## src/rtl/gpb_pkg.sv

```systemverilog
package gpb_pkg;

  typedef enum logic [5:0] {
    FN_OFF     = 6'h00,
    FN_GPIO    = 6'h01,
    FN_IRQA    = 6'h02,
    FN_IRQB    = 6'h03,
    FN_SYSCK   = 6'h04,
    FN_LOOP1CK = 6'h05,
    FN_LOOP2CK = 6'h06,
    FN_PWMA    = 6'h08,
    FN_PWMB    = 6'h09,
    FN_ASYNCCK = 6'h3D
  } fn_code_e;

  typedef struct packed {
    logic irq1;
    logic irq2;
    logic sysck;
    logic loop1ck;
    logic loop2ck;
    logic pwm1;
    logic pwm2;
    logic asyncck;
  } src_bus_t;

  typedef struct packed {
    logic [5:0] fn;
    logic       dir;
    logic       pol;
    logic       db_en;
    logic       mask;
  } pin_cfg_t;

endpackage

```

## src/rtl/gpb_in_filter.sv

```systemverilog
module gpb_in_filter #(
  parameter int DB_W = 4
) (
  input  logic            clk,
  input  logic            rst_n,
  input  logic            tick_en,
  input  logic            db_en,
  input  logic [DB_W-1:0] db_len,
  input  logic            pad_i,
  output logic            lvl_o
);

  logic            s1_q, s1_d;
  logic            s2_q, s2_d;
  logic            stab_q, stab_d;
  logic [DB_W-1:0] cnt_q, cnt_d;
  logic [DB_W:0]   cnt_inc;

  assign cnt_inc = {1'b0, cnt_q} + (DB_W+1)'(1);

  always_comb begin
    s1_d   = pad_i;
    s2_d   = s1_q;
    stab_d = stab_q;
    cnt_d  = cnt_q;
    if (!db_en) begin
      stab_d = s2_q;
      cnt_d  = '0;
    end else if (s2_q == stab_q) begin
      cnt_d = '0;
    end else if (tick_en) begin
      if (cnt_inc >= {1'b0, db_len}) begin
        stab_d = s2_q;
        cnt_d  = '0;
      end else begin
        cnt_d = cnt_inc[DB_W-1:0];
      end
    end
  end

  always_ff @(posedge clk or negedge rst_n) begin
    if (!rst_n) begin
      s1_q   <= 1'b0;
      s2_q   <= 1'b0;
      stab_q <= 1'b0;
      cnt_q  <= '0;
    end else begin
      s1_q   <= s1_d;
      s2_q   <= s2_d;
      stab_q <= stab_d;
      cnt_q  <= cnt_d;
    end
  end

  assign lvl_o = stab_q;

  // with debounce on, no tick means the filtered level holds
  p_db_hold_r7: assert property (@(posedge clk) disable iff (!rst_n)
    (db_en && !tick_en) |=> $stable(lvl_o));

endmodule

```

## src/rtl/gpb_edge_flag.sv

```systemverilog
module gpb_edge_flag (
  input  logic clk,
  input  logic rst_n,
  input  logic lvl_i,
  input  logic clr_i,
  output logic sts_o
);

  logic prev_q;
  logic sts_q, sts_d;
  logic chg;

  assign chg = lvl_i ^ prev_q;

  always_comb begin
    sts_d = sts_q;
    if (clr_i) sts_d = 1'b0;
    if (chg)   sts_d = 1'b1;
  end

  always_ff @(posedge clk or negedge rst_n) begin
    if (!rst_n) begin
      prev_q <= 1'b0;
      sts_q  <= 1'b0;
    end else begin
      prev_q <= lvl_i;
      sts_q  <= sts_d;
    end
  end

  assign sts_o = sts_q;

  // a change of the filtered level always latches the status bit
  p_edge_sets_r8: assert property (@(posedge clk) disable iff (!rst_n)
    (lvl_i != prev_q) |=> sts_o);

  // status holds while no clear is applied
  p_sticky_r9: assert property (@(posedge clk) disable iff (!rst_n)
    (sts_o && !clr_i) |=> sts_o);

  // a clear without a coinciding change empties the bit
  p_clear_r9: assert property (@(posedge clk) disable iff (!rst_n)
    (sts_o && clr_i && (lvl_i == prev_q)) |=> !sts_o);

endmodule

```

## src/rtl/gpb_drive_sel.sv

```systemverilog
module gpb_drive_sel
  import gpb_pkg::*;
(
  input  logic [5:0] fn_i,
  input  logic       dir_i,
  input  logic       pol_i,
  input  logic       lvl_i,
  input  src_bus_t   src_i,
  output logic       out_o,
  output logic       oe_o
);

  always_comb begin
    oe_o  = 1'b1;
    out_o = 1'b0;
    case (fn_i)
      FN_GPIO: begin
        oe_o  = !dir_i;
        out_o = dir_i ? 1'b0 : (lvl_i ^ pol_i);
      end
      FN_IRQA:    out_o = src_i.irq1;
      FN_IRQB:    out_o = src_i.irq2;
      FN_SYSCK:   out_o = src_i.sysck;
      FN_LOOP1CK: out_o = src_i.loop1ck;
      FN_LOOP2CK: out_o = src_i.loop2ck;
      FN_PWMA:    out_o = src_i.pwm1;
      FN_PWMB:    out_o = src_i.pwm2;
      FN_ASYNCCK: out_o = src_i.asyncck;
      default: begin
        oe_o  = 1'b0;
        out_o = 1'b0;
      end
    endcase
  end

endmodule

```

## src/rtl/gpio_pin_bank.sv

```systemverilog
module gpio_pin_bank
  import gpb_pkg::*;
#(
  parameter int NUM_PINS   = 4,
  parameter int DB_W       = 4,
  parameter int DB_DEFAULT = 4,
  localparam int IDX_W     = (NUM_PINS > 1) ? $clog2(NUM_PINS) : 1
) (
  input  logic                clk,
  input  logic                rst_n,
  input  logic                tick_en,
  input  logic                cfg_we,
  input  logic [IDX_W-1:0]    cfg_idx,
  input  logic [5:0]          cfg_fn,
  input  logic                cfg_dir,
  input  logic                cfg_pol,
  input  logic                cfg_db_en,
  input  logic [DB_W-1:0]     cfg_db_len,
  input  logic                cfg_mask,
  input  logic                lvl_we,
  input  logic [IDX_W-1:0]    lvl_idx,
  input  logic                lvl_wdata,
  input  logic [NUM_PINS-1:0] sts_clr,
  input  logic                src_irq1,
  input  logic                src_irq2,
  input  logic                src_sysclk,
  input  logic                src_loop1_clk,
  input  logic                src_loop2_clk,
  input  logic                src_pwm1,
  input  logic                src_pwm2,
  input  logic                src_async_clk,
  input  logic [NUM_PINS-1:0] pin_in,
  output logic [NUM_PINS-1:0] pin_out,
  output logic [NUM_PINS-1:0] pin_oe,
  output logic [NUM_PINS-1:0] lvl_rd,
  output logic [NUM_PINS-1:0] sts,
  output logic                irq_req
);

  localparam pin_cfg_t CFG_RST = '{fn: FN_GPIO, dir: 1'b1, pol: 1'b0,
                                   db_en: 1'b0, mask: 1'b0};

  src_bus_t            src;
  logic [NUM_PINS-1:0] mask_vec;

  assign src = '{irq1: src_irq1, irq2: src_irq2, sysck: src_sysclk,
                 loop1ck: src_loop1_clk, loop2ck: src_loop2_clk,
                 pwm1: src_pwm1, pwm2: src_pwm2, asyncck: src_async_clk};

  for (genvar i = 0; i < NUM_PINS; i++) begin : g_pin
    pin_cfg_t        cfg_q, cfg_d;
    logic [DB_W-1:0] len_q, len_d;
    logic            lvl_q, lvl_d;
    logic            cfg_hit, lvl_hit;

    assign cfg_hit = cfg_we && (cfg_idx == IDX_W'(i));
    assign lvl_hit = lvl_we && (lvl_idx == IDX_W'(i));

    always_comb begin
      cfg_d = cfg_q;
      len_d = len_q;
      lvl_d = lvl_q;
      if (cfg_hit) begin
        cfg_d = '{fn: cfg_fn, dir: cfg_dir, pol: cfg_pol,
                  db_en: cfg_db_en, mask: cfg_mask};
        len_d = cfg_db_len;
      end
      if (lvl_hit) lvl_d = lvl_wdata;
    end

    always_ff @(posedge clk or negedge rst_n) begin
      if (!rst_n) begin
        cfg_q <= CFG_RST;
        len_q <= DB_W'(DB_DEFAULT);
        lvl_q <= 1'b0;
      end else begin
        cfg_q <= cfg_d;
        len_q <= len_d;
        lvl_q <= lvl_d;
      end
    end

    gpb_in_filter #(.DB_W(DB_W)) i_filt (
      .clk     (clk),
      .rst_n   (rst_n),
      .tick_en (tick_en),
      .db_en   (cfg_q.db_en),
      .db_len  (len_q),
      .pad_i   (pin_in[i]),
      .lvl_o   (lvl_rd[i])
    );

    gpb_edge_flag i_flag (
      .clk   (clk),
      .rst_n (rst_n),
      .lvl_i (lvl_rd[i]),
      .clr_i (sts_clr[i]),
      .sts_o (sts[i])
    );

    gpb_drive_sel i_drv (
      .fn_i  (cfg_q.fn),
      .dir_i (cfg_q.dir),
      .pol_i (cfg_q.pol),
      .lvl_i (lvl_q),
      .src_i (src),
      .out_o (pin_out[i]),
      .oe_o  (pin_oe[i])
    );

    assign mask_vec[i] = cfg_q.mask;
  end

  assign irq_req = |(sts & mask_vec);

endmodule

```

## config.mk

```make
export PLATFORM = sky130hd
export DESIGN_NAME = gpio_pin_bank
export DESIGN_NICKNAME = d
export VERILOG_FILES = /design/src/rtl/gpb_pkg.sv /design/src/rtl/gpb_in_filter.sv /design/src/rtl/gpb_edge_flag.sv /design/src/rtl/gpb_drive_sel.sv /design/src/rtl/gpio_pin_bank.sv
export SDC_FILE = /design/constraint.sdc
export NUM_CORES = 1
export LEC_CHECK = 0
export ABC_CLOCK_PERIOD_IN_PS = 1950
export BUFFER_PORTS_ARGS = -buffer_cell sky130_fd_sc_hd__buf_2
export CORE_ASPECT_RATIO = 0.9
export CORE_MARGIN = 2
export CORE_UTILIZATION = 45
export DETAILED_ROUTE_END_ITERATION = 16
export PLACE_DENSITY = 0.74
export SETUP_SLACK_MARGIN = 0.4
export SLEW_MARGIN = 20
export SYNTH_ARGS = -nofsm -noshare
export SYNTH_HDL_FRONTEND = slang
export SYNTH_SLANG_ARGS = --single-unit
```

## constraint.sdc

```tcl
create_clock -name clk -period 1.95 [get_ports clk]
set_clock_uncertainty 0.1 [all_clocks]
set_input_delay 0.195 -clock clk [delete_from_list [all_inputs] [get_ports clk]]
set_output_delay 0.195 -clock clk [all_outputs]
set_load 0.005 [all_outputs]
```

==> results of run 1 <==
logic make-up after synthesis:
group / count (synthesis)
muxes: 72
AOI/OAI and AO/OA: 73
buffers and inverters: 52
adders and majority gates: 20
xor gates and xnor gates: 21
and+or+nand+nor: 115
DFF: 96
cell usage after synthesis (3+ instances only):
master / instances
clkbuf_1: 4
buf_2: 11
nand2_1: 29
ha_1: 20
o21ai_0: 19
buf_4: 16
nand3b_1: 9
nor3b_1: 7
inv_1: 21
xor2_1: 10
nand2b_4: 3
nand4_1: 4
xnor2_1: 11
o31ai_1: 3
a22oi_1: 4
nor2_1: 20
dfrtp_1: 84
nand2b_1: 6
mux2i_1: 8
o21ai_1: 3
a21oi_1: 7
dfstp_2: 12
nor2b_1: 4
mux2_2: 63
nor3_1: 5
nand3_1: 11
a31oi_1: 5
a22o_1: 7
o21a_1: 4
nand4b_1: 4
final timing paths:
path / cells after the start / start / slack, ns / endpoint
setup / recovery: 6 / g_pin[0].cfg_q[4] / -0.25 / pin_out[0]
hold / removal: 3 / cfg_db_len[2] / 0.005 / g_pin[0].len_q[2]
setup reg to reg: 8 / g_pin[1].i_filt.cnt_q[0] / -0.22 / g_pin[1].i_filt.lvl_o
hold reg to reg: 0 / g_pin[2].i_filt.s1_q / 0.25 / g_pin[2].i_filt.s2_q
max in group asynchronous: 3 / rst_n / 0.81 / g_pin[3].len_q[2]
min in group asynchronous: 2 / rst_n / 0.27 / g_pin[0].i_filt.s1_q
area by class of cell:
cell class,count,area share (%)
multi-input combinational,301,42.38
sequential,96,36.29
inverter,21,1.177
clock inverter,6,1.363
clock buffer,10,3.418
timing repair buffer,120,12.53
tap,152,2.839
flip-flops by register name, indices dropped and copies added (netlist names):
register / count
g_pin.lvl_q: 4
g_pin.i_filt.cnt_q: 16
g_pin.i_filt.s1_q: 4
g_pin.i_flag.prev_q: 4
g_pin.len_q: 16
g_pin.cfg_q: 40
g_pin.i_filt.lvl_o: 4
g_pin.i_flag.sts_o: 4
g_pin.i_filt.s2_q: 4
power by group:
| group | internal, W | total, W | switching [W] |
|---|---|---|---|
| clock | 0.00113 | 0.00189 | 0.000766 |
| sequential | 0.00239 | 0.00278 | 0.000396 |
| combinational | 0.00111 | 0.00194 | 0.000838 |
worst max-delay path, cell delays in order, from the launching register on:
cell	delay, ns
dfstp_2	0.60
mux2i_1	0.25
o21ai_2	0.09
a211oi_2	0.21
o21ai_1	0.10
a22o_1	0.18
buf_2	0.12
stage by stage:
step	cell area [sq um]	hold slack, ns	std cells
5_1_grt	6699	0.02107	706
3_3_place_gp	5733	0.1006	653
2_1_floorplan	5256	-0.2006	449
3_5_place_dp	5733	0.09997	653
4_1_cts	6460	0.001981	698
6_report	6699	0.004955	706
repair_timing:
item / in CTS / in global routing
hold buffers: 9 / 0
gates resized for setup: 41 / 40
pin swaps: 20 / 35
gates cloned: 0 / 0
buffers inserted: 20 / 8
endpoints found under the hold margin: 39 / 0
setup endpoints to repair: 29 / 29
layer usage:
| metal | global-route usage, % | vias to the layer above | wire length [um] |
|---|---|---|---|
| li1 | - | 1807 | - |
| met1 | 25.91 | 1939 | 5235 |
| met2 | 34.47 | 72 | 6258 |
| met3 | 3.712 | 14 | 427 |
| met4 | 6.293 | 0 | 166 |
| met5 | 0 | - | 0 |
==> flow_summary.yaml, run 1 <==
run_status:
  status: "finished with violations"
  violations: "negative setup slack"
global_route:
  grt_antenna_before_repair: 0
  grt_pass1_wl_um: 19270
  grt_overflow: 0
  grt_pass1_vias: 3923
  grt_max_degree: 43
  grt_use_total_pct: 20.24
logic_synthesis:
  synthAdderAreaFrac_pct: 4.888
  yosys.area.top_type: "dfrtp_1"
  avgSynthCellArea_sq_um: 11.40
  async_reset_ff_share_pct: 100.0
  seq_area_frac_synth_pct: 47.21
  synth-xor-area-share_pct: 3.592
  synth-compound-area-share_pct: 10.51
  synth_simple_gate_area_share_pct: 12.83
  synth_top_family_by_area: "multiplexers"
  syn_area_sq_um: 5120
  syn-num-nets: 509
  synth-edff-count: 0
  yosys_register_bits: 96
  synthCells: 449
  synth_top_area_share_pct: 41.06
  synthFlopType: "dfrtp_1"
  synth.mux.area_fraction_pct: 15.71
  ys_types: 56
  synth_area_leaders: "dfrtp_1 (41%), mux2_2 (14%), dfstp_2 (6.2%), ha_1 (4.9%), buf_4 (2.3%)"
  yosys_warnings: 0
power_and_ir_drop:
  p_leak_nw: 2.955
  power_w: 0.006623
  p_per_area_nw_per_um2: 988.6
  ir_worst_vdd_mv: 0.5003
final_layout:
  seq_area_sq_um: 2431
  layout_common_cells: "dfrtp_1 (73), mux2_2 (57), buf_2 (55), buf_4 (44), nand2_1 (28)"
  multi_input_area_sq_um: 2839
  final_layout_size_suffix_gt1_share_pct: 50.00
  final_common_cell: "dfrtp_1"
  diodes: 0
  area_growth_pct: 30.84
  final_net_count: 609
  post-route-util_pct: 61.20
  num-fill-cells: 845
setup_path:
  cp-start-kind: "register"
  worstSetupPathType: "register to primary output"
  crit_arrival_ns: 1.91
  cp.required_ns: 1.65
  cp-end-kind: "primary output"
  worstPathMaxFanout: 7
route:
  routed_wl_um: 12090
  dr.first_iter.drc_count: 163
  ant_nets: 0
  dr.pass1.iters: 4
  viasPerCell: 5.428
  drcViolationCount: 0
  vias: 3832
  wl_per_cell_um: 17.12
place:
  place.gp.congestion: 0.8243
  dp_hpwl_um: 7914
  portBuffers: 56
  dp_slack_ns: -0.2141
cts:
  clock_latency_ns: 0.34
  cts_tree: "built"
  cts-buffers-inserted: 9
  cts_max_path_buffers: 2
  clk_pin_slew_worst_paths_ns: 0.07
  cts-htree-levels: 3
  cts.sinks: 96
  cts_root_buf: "clkbuf_16"
sta:
  relSlewSlack_pct: 66.09
  fin_setup_tns_ns: -2.020
  max_clock_freq_mhz: 454.2
  fin_crit_sh_pct: 112.9
  final_max_slew_viol_count: 0
  hold_viol: 0
  worstMarginPinSlew_ns: 0.5086
  setup_slack_ns: -0.2518
  setup_viol: 21
  fin_crit_ns: 2.202
  rsz0062_at_grt: "true"
floorplanning:
  dieArea_sq_um: 12250
  num_rows: 36
  fp.dieW_um: 116.4
  core_area_sq_um: 10950
  io_pins: 57
  floorplan.die.height_um: 105.2
  initial_utilization_pct: 46.78
job:
  cap_violations: 0
min_path:
  hold_path.class: "primary input to register"
No activity file was read; power rests on OpenSTA's default activity.
==> run 2: changes to the inputs <==
--- a/config.mk
+++ b/config.mk
@@ -5,13 +5,13 @@
 export SDC_FILE = /design/constraint.sdc
 export NUM_CORES = 1
 export LEC_CHECK = 0
-export ABC_CLOCK_PERIOD_IN_PS = 1950
+export ABC_CLOCK_PERIOD_IN_PS = 2700
 export BUFFER_PORTS_ARGS = -buffer_cell sky130_fd_sc_hd__buf_2
 export CORE_ASPECT_RATIO = 0.9
 export CORE_MARGIN = 2
 export CORE_UTILIZATION = 45
 export DETAILED_ROUTE_END_ITERATION = 16
-export PLACE_DENSITY = 0.74
+export PLACE_DENSITY = 0.72
 export SETUP_SLACK_MARGIN = 0.4
 export SLEW_MARGIN = 20
 export SYNTH_ARGS = -nofsm -noshare
==> constraint.sdc (replaced) <==
create_clock -name clk -period 2.7 [get_ports clk]
set_clock_uncertainty 0.1 [all_clocks]
set_input_delay 0.27 -clock clk [delete_from_list [all_inputs] [get_ports clk]]
set_output_delay 0.27 -clock clk [all_outputs]
set_load 0.005 [all_outputs]
==> flow_summary.yaml, run 2 (synthesized netlist as in run 1, its figures left out) <==
route:
  ant_nets: 0
  dr.first_iter.drc_count: 214
  vias: 3557
  dr.pass1.iters: 5
  viasPerCell: 5.414
  drcViolationCount: 0
  wl_per_cell_um: 15.56
  routed_wl_um: 10220
place:
  place.gp.congestion: 0.8842
  portBuffers: 56
  dp_cells: 629
  dp_hpwl_um: 7429
setup_path:
  critPathSlowestCell: "dfstp_2"
  worst_path_largest_cell_delay_ns: 0.60
  critPathBufInv: 1
  worstPathCellList: "mux2i_1 > o21ai_1 > a211oi_2 > o21ai_1 > a22o_1 > buf_2"
  worstPathMaxFanout: 7
  cp_common_cell: "o21ai_1"
  cp-end-kind: "primary output"
  cp-start-kind: "register"
  crit_arrival_ns: 1.92
  cp.required_ns: 2.33
  critPathTopFamily: "compound AO/OA/AOI/OAI gates"
  worstSetupPathType: "register to primary output"
  reg2reg_slack_ns: 0.51
floorplanning:
  fp.dieW_um: 116.4
  dieArea_sq_um: 12250
  io_pins: 57
  num_rows: 36
  floorplan.die.height_um: 105.2
  initial_utilization_pct: 46.78
  core_area_sq_um: 10950
cts:
  cts_max_path_buffers: 2
  cts-htree-levels: 3
  cts.sinks: 96
  cts_root_buf: "clkbuf_16"
  cts_tree: "built"
  cts-buffers-inserted: 9
  clock_latency_ns: 0.34
  clk_pin_slew_worst_paths_ns: 0.06
job:
  cap_violations: 0
sta:
  relSlewSlack_pct: 43.77
  fin_crit_ns: 2.288
  max_clock_freq_mhz: 437.1
  fin_crit_sh_pct: 84.74
  hold_viol: 0
  final_max_slew_viol_count: 0
  fin_setup_tns_ns: 0
  worstMarginPinSlew_ns: 0.8408
  setup_viol: 0
  rsz0062_at_grt: "true"
global_route:
  grt_pass1_wl_um: 17350
  grt_overflow: 0
  grt_pass1_vias: 3642
  grt_max_degree: 51
  grt_antenna_before_repair: 0
  grt_use_total_pct: 18.32
final_layout:
  diodes: 0
  layout_common_cells: "dfrtp_1 (84), mux2_2 (63), buf_2 (55), nand2_1 (29), inv_1 (21)"
  multi_input_area_sq_um: 2474
  final_common_cell: "dfrtp_1"
  final_layout_size_suffix_gt1_share_pct: 35.25
  largestRegisters: "g_pin.cfg_q x40, g_pin.i_filt.cnt_q x16, g_pin.len_q x16"
  largest_reg_flops: 40
  top_register: "g_pin.cfg_q"
  area_growth_pct: 15.32
  seq_area_sq_um: 2417
  instances_no_fill: 657
  final_net_count: 560
  num-fill-cells: 982
power_and_ir_drop:
  ir_worst_vdd_mv: 0.3160
  p_per_area_nw_per_um2: 740.1
  p_leak_nw: 2.644
min_path:
  hold_path.class: "primary input to register"
run_status:
  status: "finished, final reports clean"
[run 2: what timing repair did]
action,CTS,global route
resized for setup,2,9
pin swaps,1,10
hold endpoints to repair,42,0
hold buffers,5,0
setup buffers,2,5
endpoints found under the setup margin,4,8
[run 2: path summary, 6_finish.rpt]
| check | depth (start not counted) | startpoint | end |
|---|---|---|---|
| setup reg to reg | 7 | g_pin[2].i_filt.cnt_q[0] | g_pin[2].i_filt.lvl_o |
| max in group asynchronous | 3 | rst_n | g_pin[3].cfg_q[3] |
| hold reg to reg | 0 | g_pin[0].i_filt.s1_q | g_pin[0].i_filt.s2_q |
| hold / removal | 2 | sts_clr[0] | g_pin[0].i_flag.sts_o |
| setup / recovery | 6 | g_pin[0].cfg_q[4] | pin_out[0] |
| min in group asynchronous | 2 | rst_n | g_pin[1].i_filt.s1_q |
[run 2: final cells by class]
class	instances	share of cell area, %
clock buffer	11	4.111
inverter	21	1.335
multi-input combinational	301	41.89
tap	152	3.221
timing repair buffer	71	7.120
sequential	96	40.94
clock inverter	5	1.377
[run 2: routing by layer]
metal | track usage, % | vias to the layer above | wire length, um
li1 | - | 1700 | -
met1 | 24.07 | 1771 | 4420
met4 | 7.228 | 0 | 208
met5 | 0 | - | 0
met2 | 30.40 | 72 | 5148
met3 | 2.552 | 14 | 447
[run 2: report_power, final]
group          switching, W  total [W]  internal, W
clock              0.000517    0.00135     0.000837
combinational      0.000469    0.00105     0.000581
sequential         0.000247    0.00197      0.00172
total               0.00123    0.00437      0.00314
[run 2: metrics by stage]
| step | hold WS (ns) | util (%) | setup WS (ns) | power (W) | instance area, sq um |
|---|---|---|---|---|---|
| final | 0.01172 | 53.94 | 0.4120 | 0.004370 | 5904 |
| after global routing | 0.007890 | 53.94 | 0.3254 | 0.004637 | 5904 |
| after CTS | 0.003534 | 53.33 | 0.3859 | 0.004367 | 5837 |
| after detailed placement | 0.2231 | 49.73 | 0.3775 | 0.002990 | 5443 |
| after global placement | 0.2122 | 49.73 | 0.4734 | 0.002932 | 5443 |
| after floorplan | -0.1256 | - | 0.5366 | 0.002749 | 5120 |
==> run 3: changes to the inputs <==
--- a/config.mk
+++ b/config.mk
@@ -5,13 +5,13 @@
 export SDC_FILE = /design/constraint.sdc
 export NUM_CORES = 1
 export LEC_CHECK = 0
-export ABC_CLOCK_PERIOD_IN_PS = 2700
+export ABC_CLOCK_PERIOD_IN_PS = 1900
 export BUFFER_PORTS_ARGS = -buffer_cell sky130_fd_sc_hd__buf_2
 export CORE_ASPECT_RATIO = 0.9
 export CORE_MARGIN = 2
 export CORE_UTILIZATION = 45
 export DETAILED_ROUTE_END_ITERATION = 16
-export PLACE_DENSITY = 0.72
+export PLACE_DENSITY = 0.74
 export SETUP_SLACK_MARGIN = 0.4
 export SLEW_MARGIN = 20
 export SYNTH_ARGS = -nofsm -noshare
==> constraint.sdc (replaced) <==
create_clock -name clk -period 1.9 [get_ports clk]
set_clock_uncertainty 0.1 [all_clocks]
set_input_delay 0.19 -clock clk [delete_from_list [all_inputs] [get_ports clk]]
set_output_delay 0.19 -clock clk [all_outputs]
set_load 0.005 [all_outputs]
==> flow_summary.yaml, run 3 (synthesized netlist as in run 1, its figures left out) <==
setup_path:
  r2r_start: "g_pin[1].i_filt.cnt_q[0]"
  worstPathMaxFanout: 6
  reg2regPathDepth: 8
  reg2reg_slack_ns: -0.29
  worstSetupPathType: "register to primary output"
  worst_path_largest_cell_delay_ns: 0.61
  cp-start-kind: "register"
  cp-end-kind: "primary output"
  cp.required_ns: 1.61
  crit_arrival_ns: 1.94
  reg2reg_to: "g_pin[1].i_filt.lvl_o"
  worstPathCellList: "nand2b_1 > nor4_1 > a211oi_2 > o21ai_1 > a22o_1 > buf_2"
  critPathSlowestCell: "dfstp_2"
place:
  dp_hpwl_um: 7670
  place.gp.congestion: 0.8223
  dp_slack_ns: -0.2405
  portBuffers: 56
  placed_area_sq_um: 5728
route:
  ant_nets: 0
  drcViolationCount: 0
  viasPerCell: 5.429
  vias: 3811
  dr.pass1.iters: 4
  routed_wl_um: 11580
  dr.first_iter.drc_count: 195
  wl_per_cell_um: 16.49
cts:
  cts_root_buf: "clkbuf_16"
  cts.sinks: 96
  cts_tree: "built"
  cts_max_path_buffers: 2
  cts-buffers-inserted: 9
  cts-htree-levels: 3
  clk_pin_slew_worst_paths_ns: 0.07
  clock_latency_ns: 0.34
floorplanning:
  floorplan.die.height_um: 105.2
  dieArea_sq_um: 12250
  num_rows: 36
  fp.dieW_um: 116.4
  initial_utilization_pct: 46.78
  core_area_sq_um: 10950
  io_pins: 57
global_route:
  grt_overflow: 0
  grt_max_degree: 97
  grt_pass1_vias: 3899
  grt_pass1_wl_um: 18860
  grt_antenna_before_repair: 0
  grt_use_total_pct: 19.74
sta:
  setup_slack_ns: -0.3324
  relSlewSlack_pct: 66.30
  final_max_slew_viol_count: 0
  fin_crit_sh_pct: 117.5
  max_clock_freq_mhz: 447.9
  timing.hold.ws_ns: 0.009762
  hold_viol: 0
  worstMarginPinSlew_ns: 0.5056
  fin_setup_tns_ns: -3.642
  rsz0062_at_grt: "true"
  fin_crit_ns: 2.232
  setup_viol: 25
final_layout:
  post-route-util_pct: 60.11
  top_register: "g_pin.cfg_q"
  area_growth_pct: 28.49
  final_layout_size_suffix_gt1_share_pct: 48.91
  largestRegisters: "g_pin.cfg_q x40, g_pin.i_filt.cnt_q x16, g_pin.len_q x16"
  layout_common_cells: "dfrtp_1 (76), mux2_2 (58), buf_2 (55), buf_4 (41), nand2_1 (27)"
  final_common_cell: "dfrtp_1"
  design_area_sq_um: 6579
  final_net_count: 605
  diodes: 0
  largest_reg_flops: 40
power_and_ir_drop:
  p_per_area_nw_per_um2: 990.4
  p_leak_nw: 2.901
  ir_worst_vdd_mv: 0.4319
min_path:
  holdPathStages: 3
  worstHoldStart: "cfg_db_len[2]"
  hold_path.class: "primary input to register"
  worstHoldEndpoint: "g_pin[0].len_q[2]"
job:
  cap_violations: 0
run_status:
  violations: "negative setup slack"
  status: "finished with violations"
run 3: cell types whose count changed in the layout (fill, tap and decap cells not counted), sizes merged:
cell and change:
buf +41, clkinv +1, dlygate4sd3 +4, inv +1
bufinv -2
run 3: worst max-delay path by stage:
stage | startpoint | end | slack (ns) | cells after the start
detailed placement | g_pin[1].i_filt.cnt_q[1] | g_pin[1].i_filt.lvl_o | -0.24 | 8
floorplan | g_pin[0].i_filt.cnt_q[0] | g_pin[0].i_filt.lvl_o | -0.15 | 7
finish | g_pin[0].cfg_q[4] | pin_out[0] | -0.33 | 6
global route | g_pin[0].cfg_q[4] | pin_out[0] | -0.42 | 6
global placement | g_pin[0].i_filt.cnt_q[0] | g_pin[0].i_filt.lvl_o | -0.19 | 8
CTS | g_pin[0].cfg_q[4] | pin_out[0] | -0.24 | 6
run 3: power by group:
part           internal [W]  switching [W]
Sequential          0.00245       0.000390
Combinational       0.00114       0.000849
Clock              0.000921       0.000765
Total               0.00451        0.00200
run 3: cell type report:
| type | instances | area, sq um |
|---|---|---|
| inverter | 21 | 78.83 |
| tap | 152 | 190.2 |
| clock inverter | 5 | 31.28 |
| multi-input combinational | 301 | 2803 |
| clock buffer | 11 | 242.7 |
| timing repair buffer | 116 | 805.8 |
| fill | 857 | 4367 |
| sequential | 96 | 2427 |
run 3: critical path: cells and delay by family (launching register included):
kind / cells / cell delay [ns]
and+or+nand+nor: 2 / 0.50
AOI/OAI and AO/OA: 3 / 0.38
buffers and inverters: 1 / 0.10
DFF: 1 / 0.61
run 3: through the flow:
| step | total power, W | cells |
|---|---|---|
| 6_report | 0.006516 | 702 |
| 5_1_grt | 0.006891 | 702 |
| 4_1_cts | 0.006435 | 694 |
| 3_5_place_dp | 0.004436 | 652 |
| 3_3_place_gp | 0.004346 | 652 |
| 2_1_floorplan | 0.004017 | 449 |
run 3: layer usage:
metal,wire (um),GRT usage [%],vias to the layer above
li1,-,-,1790
met1,5141,26.36,1910
met2,5712,31.48,86
met3,457,3.886,25
met4,267,7.738,0
met5,0,0,-
run 3: timing repair:
action | CTS | global route
hold buffers | 9 | 0
pin swaps | 21 | 20
endpoints found under the hold margin | 92 | 0
setup endpoints to repair | 29 | 29
gates resized for setup | 48 | 20
buffers inserted | 17 | 8
